File: src/rtl/mrg_pkg.sv
package mrg_pkg;

  localparam int WDATA_W       = 9;
  localparam int NSC_SIZE_W    = 4;
  localparam int NSC_MAX_CODE  = 8;
  localparam int NSC_MIN_SHIFT = 4;

  typedef enum logic [1:0] {
    ACC_READ  = 2'd0,
    ACC_WRITE = 2'd1,
    ACC_FETCH = 2'd2,
    ACC_BAD   = 2'd3
  } acc_kind_e;

  typedef struct packed {
    logic lock;
    logic sec;
    logic x;
    logic w;
    logic r;
  } region_cfg_t;

  localparam int CFG_W = $bits(region_cfg_t);
  localparam region_cfg_t CFG_RESET = '{lock: 1'b0, sec: 1'b1, x: 1'b1, w: 1'b1, r: 1'b1};

  function automatic logic perm_ok(region_cfg_t c, acc_kind_e k);
    case (k)
      ACC_READ:  return c.r;
      ACC_WRITE: return c.w;
      ACC_FETCH: return c.x;
      default:   return 1'b0;
    endcase
  endfunction

  // True when an offset inside a region lies in the top window of the given size code.
  function automatic logic in_window(logic [31:0] off, int rbits, logic [NSC_SIZE_W-1:0] code);
    logic [32:0] span;
    logic [32:0] size;
    if (code == '0 || int'(code) > NSC_MAX_CODE) return 1'b0;
    size = 33'd1 << (int'(code) + NSC_MIN_SHIFT);
    span = 33'd1 << rbits;
    if (size > span) return 1'b0;
    return {1'b0, off} >= (span - size);
  endfunction

  function automatic logic decide(region_cfg_t c, logic win, acc_kind_e k, logic secure);
    logic p;
    p = perm_ok(c, k);
    if (secure || !c.sec) return p;
    return win && (k == ACC_FETCH) && p;
  endfunction

endpackage

File: src/rtl/mrg_wr_decode.sv
module mrg_wr_decode #(
  parameter int REGIONS = 8,
  parameter int WA_W    = 5,
  parameter int IDX_W   = 3
) (
  input  logic             wr_en,
  input  logic [WA_W-1:0]  wr_addr,
  output logic [1:0]       region_we,
  output logic [IDX_W-1:0] region_idx,
  output logic [1:0]       nsc_we,
  output logic             en_set,
  output logic             en_clr,
  output logic             ev_clr
);
  localparam logic [WA_W-1:0] A_RAM0  = WA_W'(REGIONS);
  localparam logic [WA_W-1:0] A_NSC_F = WA_W'(2 * REGIONS);
  localparam logic [WA_W-1:0] A_NSC_R = WA_W'(2 * REGIONS + 1);
  localparam logic [WA_W-1:0] A_ENSET = WA_W'(2 * REGIONS + 2);
  localparam logic [WA_W-1:0] A_ENCLR = WA_W'(2 * REGIONS + 3);
  localparam logic [WA_W-1:0] A_EVCLR = WA_W'(2 * REGIONS + 4);

  logic [WA_W-1:0] rel;
  assign rel = wr_addr - A_RAM0;

  always_comb begin
    region_we  = 2'b00;
    region_idx = wr_addr[IDX_W-1:0];
    nsc_we     = 2'b00;
    en_set     = 1'b0;
    en_clr     = 1'b0;
    ev_clr     = 1'b0;
    if (wr_en) begin
      if (wr_addr < A_RAM0) begin
        region_we[0] = 1'b1;
      end else if (wr_addr < A_NSC_F) begin
        region_we[1] = 1'b1;
        region_idx   = rel[IDX_W-1:0];
      end else begin
        nsc_we[0] = (wr_addr == A_NSC_F);
        nsc_we[1] = (wr_addr == A_NSC_R);
        en_set    = (wr_addr == A_ENSET);
        en_clr    = (wr_addr == A_ENCLR);
        ev_clr    = (wr_addr == A_EVCLR);
      end
    end
  end
endmodule

File: src/rtl/mrg_space_table.sv
module mrg_space_table
  import mrg_pkg::*;
#(
  parameter int               REGIONS     = 8,
  parameter int               REGION_BITS = 12,
  parameter int               ADDR_W      = 32,
  parameter logic [ADDR_W-1:0] BASE       = '0
) (
  input  logic                   clk,
  input  logic                   rst,
  input  logic                   cfg_we,
  input  logic [$clog2(REGIONS)-1:0] cfg_idx,
  input  region_cfg_t            cfg_wdata,
  input  logic                   nsc_we,
  input  logic [$clog2(REGIONS)-1:0] nsc_region_in,
  input  logic [NSC_SIZE_W-1:0]  nsc_size_in,
  input  logic                   nsc_lock_in,
  input  logic [ADDR_W-1:0]      look_addr,
  output logic                   in_space,
  output region_cfg_t            look_cfg,
  output logic                   look_win
);
  localparam int IDX_W = $clog2(REGIONS);
  localparam logic [ADDR_W:0] SPAN = (ADDR_W+1)'(REGIONS) << REGION_BITS;

  region_cfg_t            cfg_q [REGIONS];
  logic [IDX_W-1:0]       nsc_region_q;
  logic [NSC_SIZE_W-1:0]  nsc_size_q;
  logic                   nsc_lock_q;

  genvar gi;
  generate
    for (gi = 0; gi < REGIONS; gi++) begin : g_region
      always_ff @(posedge clk) begin
        if (rst) begin
          cfg_q[gi] <= CFG_RESET;
        end else if (cfg_we && (cfg_idx == IDX_W'(gi)) && !cfg_q[gi].lock) begin
          cfg_q[gi] <= cfg_wdata;
        end
      end

      // a locked region keeps its whole configuration
      a_r3_lock_holds: assert property (@(posedge clk) disable iff (rst)
        cfg_q[gi].lock |=> $stable(cfg_q[gi]));
    end
  endgenerate

  always_ff @(posedge clk) begin
    if (rst) begin
      nsc_region_q <= '0;
      nsc_size_q   <= '0;
      nsc_lock_q   <= 1'b0;
    end else if (nsc_we && !nsc_lock_q) begin
      nsc_region_q <= nsc_region_in;
      nsc_size_q   <= nsc_size_in;
      nsc_lock_q   <= nsc_lock_in;
    end
  end

  // a locked window entry never changes until reset
  a_r5_nsc_lock_holds: assert property (@(posedge clk) disable iff (rst)
    nsc_lock_q |=> (nsc_lock_q && $stable(nsc_region_q) && $stable(nsc_size_q)));

  logic [ADDR_W-1:0] off;
  logic [IDX_W-1:0]  idx;

  assign off      = look_addr - BASE;
  assign in_space = ({1'b0, off} < SPAN);
  assign idx      = off[REGION_BITS +: IDX_W];
  assign look_cfg = cfg_q[idx];
  assign look_win = (nsc_region_q == idx) &&
                    in_window(32'(off[REGION_BITS-1:0]), REGION_BITS, nsc_size_q);
endmodule

File: src/rtl/mrg_event_unit.sv
module mrg_event_unit #(
  parameter int SPACES = 2
) (
  input  logic              clk,
  input  logic              rst,
  input  logic [SPACES-1:0] viol,
  input  logic [SPACES-1:0] mask,
  input  logic              ev_clr,
  input  logic              en_set,
  input  logic              en_clr,
  output logic [SPACES-1:0] evt_q,
  output logic [SPACES-1:0] en_q,
  output logic              irq
);
  always_ff @(posedge clk) begin
    if (rst) begin
      evt_q <= '0;
      en_q  <= '0;
    end else begin
      evt_q <= viol | (evt_q & ~(ev_clr ? mask : '0));
      if (en_set)      en_q <= en_q | mask;
      else if (en_clr) en_q <= en_q & ~mask;
    end
  end

  assign irq = |(evt_q & en_q);

  genvar gs;
  generate
    for (gs = 0; gs < SPACES; gs++) begin : g_chk
      // a flag only drops through an explicit clear
      a_r7_flag_sticky: assert property (@(posedge clk) disable iff (rst)
        (evt_q[gs] && !(ev_clr && mask[gs])) |=> evt_q[gs]);
      // a violation always lands in its flag, even against a clear
      a_r7_viol_sets: assert property (@(posedge clk) disable iff (rst)
        viol[gs] |=> evt_q[gs]);
      // enable set takes effect on the next cycle
      a_r8_enable_set: assert property (@(posedge clk) disable iff (rst)
        (en_set && mask[gs]) |=> en_q[gs]);
    end
  endgenerate
endmodule

File: src/rtl/mem_region_guard.sv
module mem_region_guard
  import mrg_pkg::*;
#(
  parameter int                REGIONS     = 8,
  parameter int                REGION_BITS = 12,
  parameter int                ADDR_W      = 32,
  parameter logic [ADDR_W-1:0] FLASH_BASE  = 32'h0000_0000,
  parameter logic [ADDR_W-1:0] RAM_BASE    = 32'h2000_0000
) (
  input  logic                               clk,
  input  logic                               rst,
  input  logic                               wr_en,
  input  logic [$clog2(2*REGIONS+5)-1:0]     wr_addr,
  input  logic [8:0]                         wr_data,
  input  logic                               chk_valid,
  input  logic [ADDR_W-1:0]                  chk_addr,
  input  logic [1:0]                         chk_kind,
  input  logic                               chk_secure,
  output logic                               resp_valid,
  output logic                               resp_allow,
  output logic                               evt_flash,
  output logic                               evt_ram,
  output logic                               irq
);
  localparam int IDX_W  = $clog2(REGIONS);
  localparam int WA_W   = $clog2(2*REGIONS+5);
  localparam int SPACES = 2;

  logic [SPACES-1:0] region_we;
  logic [IDX_W-1:0]  region_idx;
  logic [SPACES-1:0] nsc_we;
  logic              en_set, en_clr, ev_clr;

  mrg_wr_decode #(.REGIONS(REGIONS), .WA_W(WA_W), .IDX_W(IDX_W)) u_dec (
    .wr_en      (wr_en),
    .wr_addr    (wr_addr),
    .region_we  (region_we),
    .region_idx (region_idx),
    .nsc_we     (nsc_we),
    .en_set     (en_set),
    .en_clr     (en_clr),
    .ev_clr     (ev_clr)
  );

  region_cfg_t       look_cfg [SPACES];
  logic [SPACES-1:0] in_sp;
  logic [SPACES-1:0] look_win;

  genvar gs;
  generate
    for (gs = 0; gs < SPACES; gs++) begin : g_space
      localparam logic [ADDR_W-1:0] SBASE = (gs == 0) ? FLASH_BASE : RAM_BASE;
      mrg_space_table #(
        .REGIONS(REGIONS), .REGION_BITS(REGION_BITS), .ADDR_W(ADDR_W), .BASE(SBASE)
      ) u_tab (
        .clk           (clk),
        .rst           (rst),
        .cfg_we        (region_we[gs]),
        .cfg_idx       (region_idx),
        .cfg_wdata     (region_cfg_t'(wr_data[CFG_W-1:0])),
        .nsc_we        (nsc_we[gs]),
        .nsc_region_in (wr_data[IDX_W-1:0]),
        .nsc_size_in   (wr_data[7:4]),
        .nsc_lock_in   (wr_data[8]),
        .look_addr     (chk_addr),
        .in_space      (in_sp[gs]),
        .look_cfg      (look_cfg[gs]),
        .look_win      (look_win[gs])
      );
    end
  endgenerate

  acc_kind_e         kind;
  logic              allow_d;
  logic [SPACES-1:0] hit;
  logic [SPACES-1:0] viol;

  assign kind = acc_kind_e'(chk_kind);

  always_comb begin
    allow_d = 1'b1;
    hit     = '0;
    if (in_sp[0]) begin
      hit[0]  = 1'b1;
      allow_d = decide(look_cfg[0], look_win[0], kind, chk_secure);
    end else if (in_sp[1]) begin
      hit[1]  = 1'b1;
      allow_d = decide(look_cfg[1], look_win[1], kind, chk_secure);
    end
  end

  assign viol = (chk_valid && !allow_d) ? hit : '0;

  always_ff @(posedge clk) begin
    if (rst) begin
      resp_valid <= 1'b0;
      resp_allow <= 1'b0;
    end else begin
      resp_valid <= chk_valid;
      resp_allow <= chk_valid && allow_d;
    end
  end

  logic [SPACES-1:0] evt_q;
  logic [SPACES-1:0] en_q;

  mrg_event_unit #(.SPACES(SPACES)) u_evt (
    .clk    (clk),
    .rst    (rst),
    .viol   (viol),
    .mask   (wr_data[SPACES-1:0]),
    .ev_clr (ev_clr),
    .en_set (en_set),
    .en_clr (en_clr),
    .evt_q  (evt_q),
    .en_q   (en_q),
    .irq    (irq)
  );

  assign evt_flash = evt_q[0];
  assign evt_ram   = evt_q[1];

  // a verdict appears exactly one cycle after each request
  a_r9_resp_follows: assert property (@(posedge clk) disable iff (rst)
    chk_valid |=> resp_valid);
  a_r9_no_spurious_resp: assert property (@(posedge clk) disable iff (rst)
    !chk_valid |=> !resp_valid);
  a_r9_allow_needs_valid: assert property (@(posedge clk) disable iff (rst)
    resp_allow |-> resp_valid);
  // every denial is reflected in some violation flag
  a_r7_deny_flags: assert property (@(posedge clk) disable iff (rst)
    (resp_valid && !resp_allow) |-> (evt_flash || evt_ram));
  // an access outside both spaces is never denied
  a_r6_outside_allowed: assert property (@(posedge clk) disable iff (rst)
    (chk_valid && in_sp == '0) |=> resp_allow);
endmodule

File: config.mk
export PLATFORM = sky130hd
export DESIGN_NAME = mem_region_guard
export DESIGN_NICKNAME = d
export VERILOG_FILES = /design/src/rtl/mrg_pkg.sv /design/src/rtl/mrg_wr_decode.sv /design/src/rtl/mrg_space_table.sv /design/src/rtl/mrg_event_unit.sv /design/src/rtl/mem_region_guard.sv
export SDC_FILE = /design/constraint.sdc
export NUM_CORES = 1
export LEC_CHECK = 0
export ABC_AREA = 1
export CORE_UTILIZATION = 58
export CTS_CLUSTER_SIZE = 8
export DETAILED_ROUTE_END_ITERATION = 12
export DONT_BUFFER_PORTS = 1
export HOLD_SLACK_MARGIN = 0.12
export PLACE_DENSITY_LB_ADDON = 0.2
export SLEW_MARGIN = 20
export SYNTH_ARGS = -nofsm -noshare
export SYNTH_HDL_FRONTEND = slang
export SYNTH_SLANG_ARGS = --single-unit
export TNS_END_PERCENT = 1
File: constraint.sdc
create_clock -name clk -period 3.3 [get_ports clk]
set_input_delay 0.165 -clock clk [delete_from_list [all_inputs] [get_ports clk]]
set_output_delay 0.165 -clock clk [all_outputs]
set_load 0.05 [all_outputs]
Word level (Yosys, flattened, before mapping):

Memory sizes are Yosys's and may differ from the RTL's.
Index checks and enable logic that the tools add are counted.

* register bits: 22
* memory bits (writable): 80
* input bits: 53
* output and inout port bits: 5
* memories kept: 2

* add/sub/neg operators: 6
* magnitude comparators: 10
* eq/ne operators: 16
* shift-type cells: 2
* muxes and demuxes: 122
* bitwise gates (word level): 23
* reductions and logical operators: 73

Memories
* g_space[0].u_tab.cfg_q: words 8, bits a word 5, read ports 9, clocked after Yosys merged registers in 0, wr ports 8, RTL line mrg_space_table.sv:26 `region_cfg_t cfg_q [REGIONS];`
* g_space[1].u_tab.cfg_q: words 8, bits a word 5, read ports 9, clocked after Yosys merged registers in 0, wr ports 8, RTL line mrg_space_table.sv:26

Operators with widths (number)
* $mux 1: 93
* $mux 5: 16
* $ge 12x33->1: 2
* $gt 33x13->1 const B: 2
* $shl 1x32->33 const A: 2
* $sub 13x33->33 const A: 2
* $lt 32x16->1 const B: 2
* $logic_and 1x1->1: 42
* $sub 32x30->32 const B: 1
* $eq 5x5->1 const B: 5
* $logic_not 1->1: 21
* $mux 2: 8
* $or 1x1->1: 16
* $eq 3x3->1 const B: 4
* $add 4x3->5 const B: 2
* $mux 3: 3
* $gt 4x4->1 const B: 2
* $logic_not 4->1: 2
* $and 2x2->2: 3
* $eq 3x2->1 const B: 2
* $eq 3x3->1: 2
* $pmux 1 s3: 2
* $lt 5x4->1 const B: 1
* $lt 5x5->1 const B: 1
* other kinds (11): 16

Longest topological paths before layout:

* depth in word-level cells: 17
* gate-level depth with buffers: 28

Hierarchy:

A second synthesis with hierarchy kept.

* cell total of the unflattened synthesis: 911
* area total of the unflattened synthesis: 6909.1 sq um

Modules (own cells, without submodules)
* mrg_space_table at g_space[1].u_tab: times used 1, cells an instance 425, area each 3291.9 sq um
* mrg_space_table at g_space[0].u_tab: times used 1, cells an instance 403, area each 3156.8 sq um
* mem_region_guard: times used 1, cells an instance 38, area each 191.4 sq um
* mrg_event_unit: times used 1, cells an instance 23, area each 156.4 sq um
* mrg_wr_decode: times used 1, cells an instance 22, area each 112.6 sq um

Least setup slack after synthesis:

No wires, ideal clock.

* path type: register to register
* start point: reg g_space[0].u_tab.nsc_size_q[2]
* end point: reg u_evt.evt_q[0]
* setup time: 0.132 ns
* arrival: 3.250 ns
* slack: -0.083 ns
* stages on the path, launching flop included: 27
* path buffers: 3
* path through: dfxtp_1 > buf_2 > inv_2 > buf_6 > ha_1 > buf_4 > nor3_1 > inv_1 > ha_1 > nand2_1 > nor2_2 > and3_1 > xor2_1 > ha_1 > nand2_1 > nor2_1 > nand3b_1 > nand3_1 > nand2_1 > nand2_1 > nand2_1 > nand2_1 > nand4_1 > nand2_1 > nand3_2 > nand4_1 > a21oi_1

* word-level cells in the longest chain between the ends: 16

RTL lines
* start: declaration: RTL line mrg_space_table.sv:28 `logic [NSC_SIZE_W-1:0] nsc_size_q;`
* start signal: assignment: RTL line mrg_space_table.sv:55 `nsc_size_q <= nsc_size_in;`
* parallel branches: the longest is 6 deep, another holds $sub 13x33->33
* $mux 1 *: RTL line mrg_pkg.sv:40 `size = 33'd1 << (int'(code) + NSC_MIN_SHIFT);`
* $logic_and 1x1->1 *: RTL line mrg_space_table.sv:71 `assign look_win = (nsc_region_q == idx) &&`
* $logic_and 1x1->1 * (2 in a row): RTL line mrg_pkg.sv:50 `return win && (k == ACC_FETCH) && p;`
* $mux 1 *: RTL line mrg_pkg.sv:50
* $mux 1 *: RTL line mem_region_guard.sv:83 `if (in_sp[0]) begin`
* $logic_not 1->1 *: RTL line mem_region_guard.sv:92 `assign viol = (chk_valid && !allow_d) ? hit : '0;`
* $logic_and 1x1->1 *: RTL line mem_region_guard.sv:92
* $mux 2 *: RTL line mem_region_guard.sv:92
* $or 2x2->2 *: RTL line mrg_event_unit.sv:20 `evt_q <= viol | (evt_q & ~(ev_clr ? mask : '0));`
* end signal: assignment: RTL line mrg_event_unit.sv:20
* end: declaration: RTL line mrg_event_unit.sv:11 `output logic [SPACES-1:0] evt_q,`

Mark *: on every way between the ends. The select of a mux whose other input is x is not followed.
A chain may end at the register's enable or synchronous reset.

Worst setup path in the final report:

* start point: reg g_space[1].u_tab.nsc_size_q[3]
* end point: reg u_evt.evt_q[0]

* word-level cells in the longest chain between the ends: 17

RTL lines
* start: declaration: RTL line mrg_space_table.sv:28
* start signal: assignment: RTL line mrg_space_table.sv:55
* parallel branches: the longest is 6 deep, another holds $sub 13x33->33
* $mux 1 *: RTL line mrg_pkg.sv:40
* $logic_and 1x1->1 *: RTL line mrg_space_table.sv:71
* $logic_and 1x1->1 * (2 in a row): RTL line mrg_pkg.sv:50
* $mux 1 *: RTL line mrg_pkg.sv:50
* $mux 1 *: RTL line mem_region_guard.sv:86 `end else if (in_sp[1]) begin`
* $mux 1 *: RTL line mem_region_guard.sv:83
* $logic_not 1->1 *: RTL line mem_region_guard.sv:92
* $logic_and 1x1->1 *: RTL line mem_region_guard.sv:92
* $mux 2 *: RTL line mem_region_guard.sv:92
* $or 2x2->2 *: RTL line mrg_event_unit.sv:20

Marks and branches as above.

==> impl_metrics.prom <==
# TYPE chip_impl_metric gauge
chip_impl_info{name="worstHoldPathType",value="in2reg"} 1
chip_impl_metric{name="detail_route.first_pass.iterations",unit=""} 5
chip_impl_metric{name="detail_route.drc_violations",unit=""} 0
chip_impl_metric{name="floorplan.core_area",unit="mm^2"} 0.0108
chip_impl_metric{name="initial_utilization",unit=""} 0.594
chip_impl_metric{name="first_iter_violations",unit=""} 393
chip_impl_metric{name="htree_levels",unit=""} 3
chip_impl_metric{name="final_core_util",unit=""} 0.665
chip_impl_metric{name="ys_types",unit=""} 46
chip_impl_metric{name="finalClockSkew",unit="ns"} 0.00784
chip_impl_info{name="critical_path.endpoint_type",value="flip-flop"} 1
chip_impl_metric{name="grt_pass1_vias",unit=""} 5253
chip_impl_metric{name="power.density",unit="mW/mm^2"} 351
chip_impl_metric{name="share_of_layout_cells_above_drive_strength_1",unit=""} 0.143
chip_impl_metric{name="power_frac_comb",unit=""} 0.106
chip_impl_info{name="path_class",value="reg2reg"} 1
chip_impl_info{name="cts_tree",value="yes"} 1
chip_impl_metric{name="vias_per_cell",unit=""} 5.83
chip_impl_metric{name="p_leak",unit="nW"} 2.63
chip_impl_info{name="timing.critical_path.from_type",value="flip-flop"} 1
chip_impl_metric{name="ir_drop",unit="mV"} 0.379
chip_impl_metric{name="finalCritPeriodShare",unit=""} 0.960
chip_impl_metric{name="first_pass_grt_wire_length",unit="um"} 25000
chip_impl_info{name="critical_path.most_common_cell",value="nand2_1"} 1
chip_impl_metric{name="antenna_cells",unit=""} 0
chip_impl_metric{name="synth.yosys.seq_area_share",unit=""} 0.444
chip_impl_info{name="root_buffer",value="clkbuf_8"} 1
chip_impl_metric{name="cts_buffer_depth",unit=""} 2
chip_impl_metric{name="finalHoldViolations",unit=""} 0
chip_impl_metric{name="die-height",unit="um"} 107
chip_impl_info{name="setup_repair_after_global_routing_missed_its_margin",value="yes"} 1
chip_impl_metric{name="buffer_ports.inserted",unit=""} 0
chip_impl_metric{name="finalWeightedCongestion",unit=""} 0.864
chip_impl_metric{name="slew_headroom",unit=""} 0.349
chip_impl_metric{name="largest_net_degree_at_the_start_of_global_routing",unit=""} 35
chip_impl_metric{name="power.switching_fraction",unit=""} 0.243
chip_impl_metric{name="wire_per_inst",unit="um"} 17.0
chip_impl_metric{name="postSynthRegisterBits",unit=""} 102
chip_impl_metric{name="drt_wl_total",unit="um"} 16000
chip_impl_metric{name="io_pins",unit=""} 58
chip_impl_info{name="critical_path_top_delay_cell",value="dfxtp_2"} 1
chip_impl_metric{name="post-route-min-period",unit="ns"} 3.17
chip_impl_metric{name="nNetsFinal",unit=""} 890
chip_impl_metric{name="cp_max_fo",unit=""} 8
chip_impl_metric{name="netlist_area",unit="mm^2"} 0.00641
chip_impl_metric{name="layout-area-overhead-vs-synth",unit="%"} 12.0
chip_impl_metric{name="slew_violations",unit=""} 0
chip_impl_metric{name="final.hold.worst_slack",unit="ns"} 0.148
chip_impl_metric{name="clock_power_share",unit=""} 0.337
chip_impl_metric{name="post_synth_edffs",unit=""} 80
chip_impl_metric{name="slowest_cell_delay_on_critical_path",unit="ns"} 0.37
chip_impl_metric{name="reg2reg_slack",unit="ns"} 0.13
chip_impl_metric{name="netsw",unit="W"} 0.000611
chip_impl_metric{name="floorplan.die.width",unit="um"} 107
chip_impl_metric{name="clock_buffer_count_from_cts",unit=""} 9
chip_impl_info{name="cell_breakdown_of_the_critical_path",value="inv_4 -> ha_4 -> inv_4 -> buf_8 -> nand2_4 -> o21ai_2 -> nor3_2 -> nor2_2 -> nor3_1 -> nand2_1 -> a31oi_2 -> ha_1 -> nand2_1 -> nor2_1 -> a31o_2 -> inv_2 -> nand2_1 -> nand3_1 -> nand2_1 -> nand2_1 -> nand2_1 -> nand2_2 -> nand4_1 -> a21oi_2"} 1
chip_impl_metric{name="detail-route-antenna-nets",unit=""} 0
chip_impl_metric{name="grt_remaining_overflow",unit=""} 0
chip_impl_metric{name="clock_sink_count",unit=""} 102
chip_impl_metric{name="post-dp-hpwl",unit="um"} 11200
chip_impl_info{name="status",value="finished, final reports clean"} 1
chip_impl_metric{name="avgSynthCellArea",unit="um^2"} 8.26
chip_impl_metric{name="drv_cap",unit=""} 0
chip_impl_metric{name="die_area",unit="mm^2"} 0.0115
chip_impl_metric{name="worst_setup_hold_path_clk_slew",unit="ns"} 0.10
chip_impl_metric{name="grt_antenna_before_repair",unit=""} 0
chip_impl_metric{name="syn_nets",unit=""} 868
chip_impl_metric{name="track_usage",unit=""} 0.286
chip_impl_metric{name="final_setup_viols",unit=""} 0
chip_impl_metric{name="achievable-frequency",unit="MHz"} 316
chip_impl_metric{name="via_count",unit=""} 5500
chip_impl_info{name="ys.flop_type",value="edfxtp_1"} 1
chip_impl_metric{name="worst_slew_pin_slew",unit="ns"} 0.976
chip_impl_metric{name="final-seq-area",unit="mm^2"} 0.00285
chip_impl_metric{name="yosys_warnings",unit=""} 0
chip_impl_metric{name="multi_input_logic_area",unit="mm^2"} 0.00322
chip_impl_metric{name="placed_cell_area",unit="mm^2"} 0.00653
chip_impl_metric{name="synth-async-reset-ratio",unit=""} 0
chip_impl_metric{name="cp.required",unit="ns"} 3.61
chip_impl_metric{name="clock_latency",unit="ns"} 0.38
chip_impl_metric{name="final_design_area_no_fill",unit="mm^2"} 0.00717
chip_impl_metric{name="fillerInstances",unit=""} 901
chip_impl_metric{name="p_int",unit="W"} 0.00191
chip_impl_metric{name="power_frac_seq",unit=""} 0.557
chip_impl_metric{name="synth_cells",unit=""} 776
chip_impl_metric{name="floorplan.rows",unit=""} 38
chip_impl_metric{name="crit_path_arrival_time",unit="ns"} 3.48
flip-flops by register name (all words and copies together) (netlist names), named ones only:
register	cells
resp_allow	1
g_space.u_tab.nsc_size_q	8
g_space.u_tab.cfg_q	80
u_evt.evt_q	2
g_space.u_tab.nsc_lock_q	2
g_space.u_tab.nsc_region_q	6
resp_valid	1
synth_stat cells, types with 2 or more instances:
| cell type | instances | area share |
|---|---|---|
| o221ai_1 | 6 | 0.0082 |
| nor2_2 | 5 | 0.0049 |
| inv_2 | 9 | 0.0053 |
| edfxtp_1 | 80 | 0.37 |
| nor2_1 | 102 | 0.060 |
| a21oi_1 | 32 | 0.025 |
| dfxtp_1 | 22 | 0.069 |
| xnor2_1 | 8 | 0.011 |
| nand4_2 | 2 | 0.0039 |
| buf_1 | 2 | 0.0012 |
| nand2_2 | 3 | 0.0029 |
| a311oi_1 | 2 | 0.0027 |
| nor2_4 | 3 | 0.0053 |
| nand3_2 | 2 | 0.0031 |
| a31o_2 | 2 | 0.0027 |
| clkbuf_1 | 14 | 0.0082 |
| or2_2 | 8 | 0.0078 |
| nor3_1 | 24 | 0.019 |
| buf_2 | 10 | 0.0078 |
| clkinv_1 | 4 | 0.0023 |
| nand3b_1 | 8 | 0.0094 |
| nand2_1 | 164 | 0.096 |
| nand3_1 | 22 | 0.017 |
| o22ai_1 | 10 | 0.0098 |
| o21ai_0 | 49 | 0.038 |
| ha_1 | 39 | 0.076 |
| nand4_1 | 24 | 0.023 |
| a31oi_1 | 3 | 0.0029 |
| o211ai_1 | 6 | 0.0070 |
| buf_4 | 3 | 0.0035 |
| nor4_1 | 11 | 0.011 |
| nor3_2 | 3 | 0.0047 |
| buf_6 | 5 | 0.0088 |
| nor3b_1 | 3 | 0.0035 |
| xor2_1 | 6 | 0.0082 |
| a21o_1 | 2 | 0.0023 |
| inv_1 | 69 | 0.040 |
power by group through the flow:
stage	registers, W	logic, W	clock network, W
after CTS	0.00140	0.000252	0.000857
final	0.00140	0.000267	0.000850
after detailed placement	0.00143	0.000229	0
after global placement	0.00143	0.000223	0
after global routing	0.00140	0.000297	0.000888
after floorplan	0.00143	0.000190	0
through the flow:
step / setup TNS (ns) / setup WS, ns / total power, W / cells
after global placement: 0 / 0.176 / 0.00165 / 899
final: 0 / 0.132 / 0.00252 / 943
after global routing: -0.177 / -0.0900 / 0.00259 / 943
after floorplan: 0 / 0.00345 / 0.00162 / 776
after detailed placement: 0 / 0.0675 / 0.00166 / 899
after CTS: 0 / 0.0000226 / 0.00251 / 934
cell type report:
type,instances,share of cell area
well taps,140,0.0244
inverters,82,0.0436
repair buffers,45,0.0546
clock buffers,10,0.0178
multi-input cells,558,0.450
clock inverters,6,0.0120
flip-flops and latches,102,0.398
layer usage:
layer | wire length (um) | track usage
met2 | 8280 | 0.508
met3 | 937 | 0.0432
met5 | 0 | 0
met4 | 475 | 0.139
met1 | 6340 | 0.337
final timing paths:
kind / end / startpoint / cells past startpoint
worst min register to register: g_space[1].u_tab.nsc_size_q[3]$_SDFFE_PP0P_ / g_space[1].u_tab.nsc_size_q[3]$_SDFFE_PP0P_ / 2
worst max-delay path: u_evt.evt_q[0]$_SDFF_PP0_ / g_space[1].u_tab.nsc_size_q[3]$_SDFFE_PP0P_ / 24
worst min-delay path: g_space[1].u_tab.cfg_q[3][4]$_SDFFCE_PN0P_ / wr_addr[2] / 3
worst max register to register: u_evt.evt_q[0]$_SDFF_PP0_ / g_space[1].u_tab.nsc_size_q[3]$_SDFFE_PP0P_ / 24
cells in the final DEF, fill, tap and decap left out, drive strengths merged, types with 3 or more instances in the layout:
cell	count
nand2	167
a31oi	3
clkbuf	10
inv	78
buf	27
nor4	12
edfxtp	80
nand4	26
nand3b	8
nor3	28
or2	8
dfxtp	22
nor3b	3
ha	39
xnor2	8
o211ai	6
o21ai	50
xor2	6
clkinvlp	3
o221ai	6
o22ai	10
dlygate4sd3	18
clkinv	5
nor2	110
a21oi	32
nand3	24
what timing repair did:
item                                   in CTS  in global routing
hold buffers                               19                  0
setup endpoints to repair                   0                  3
setup buffers                               0                  9
endpoints found under the hold margin      99                  0
resized for setup                           0                 46
cells by family after synthesis:
family,count (synthesis),synth area share
compound gates,116,0.104
xor+xnor,14,0.0191
fa+ha+maj,39,0.0762
buf+inv,116,0.0775
flops,102,0.444
simple gates,389,0.280
critical path: cells and delay by family, from the launching register on:
kind            cells  cell delay (ns)
simple gates       14             1.29
fa+ha+maj           2             0.58
buf+inv             4             0.27
flops               1             0.37
compound gates      4             0.57
Note: power is estimated with default switching activity, not from simulation.
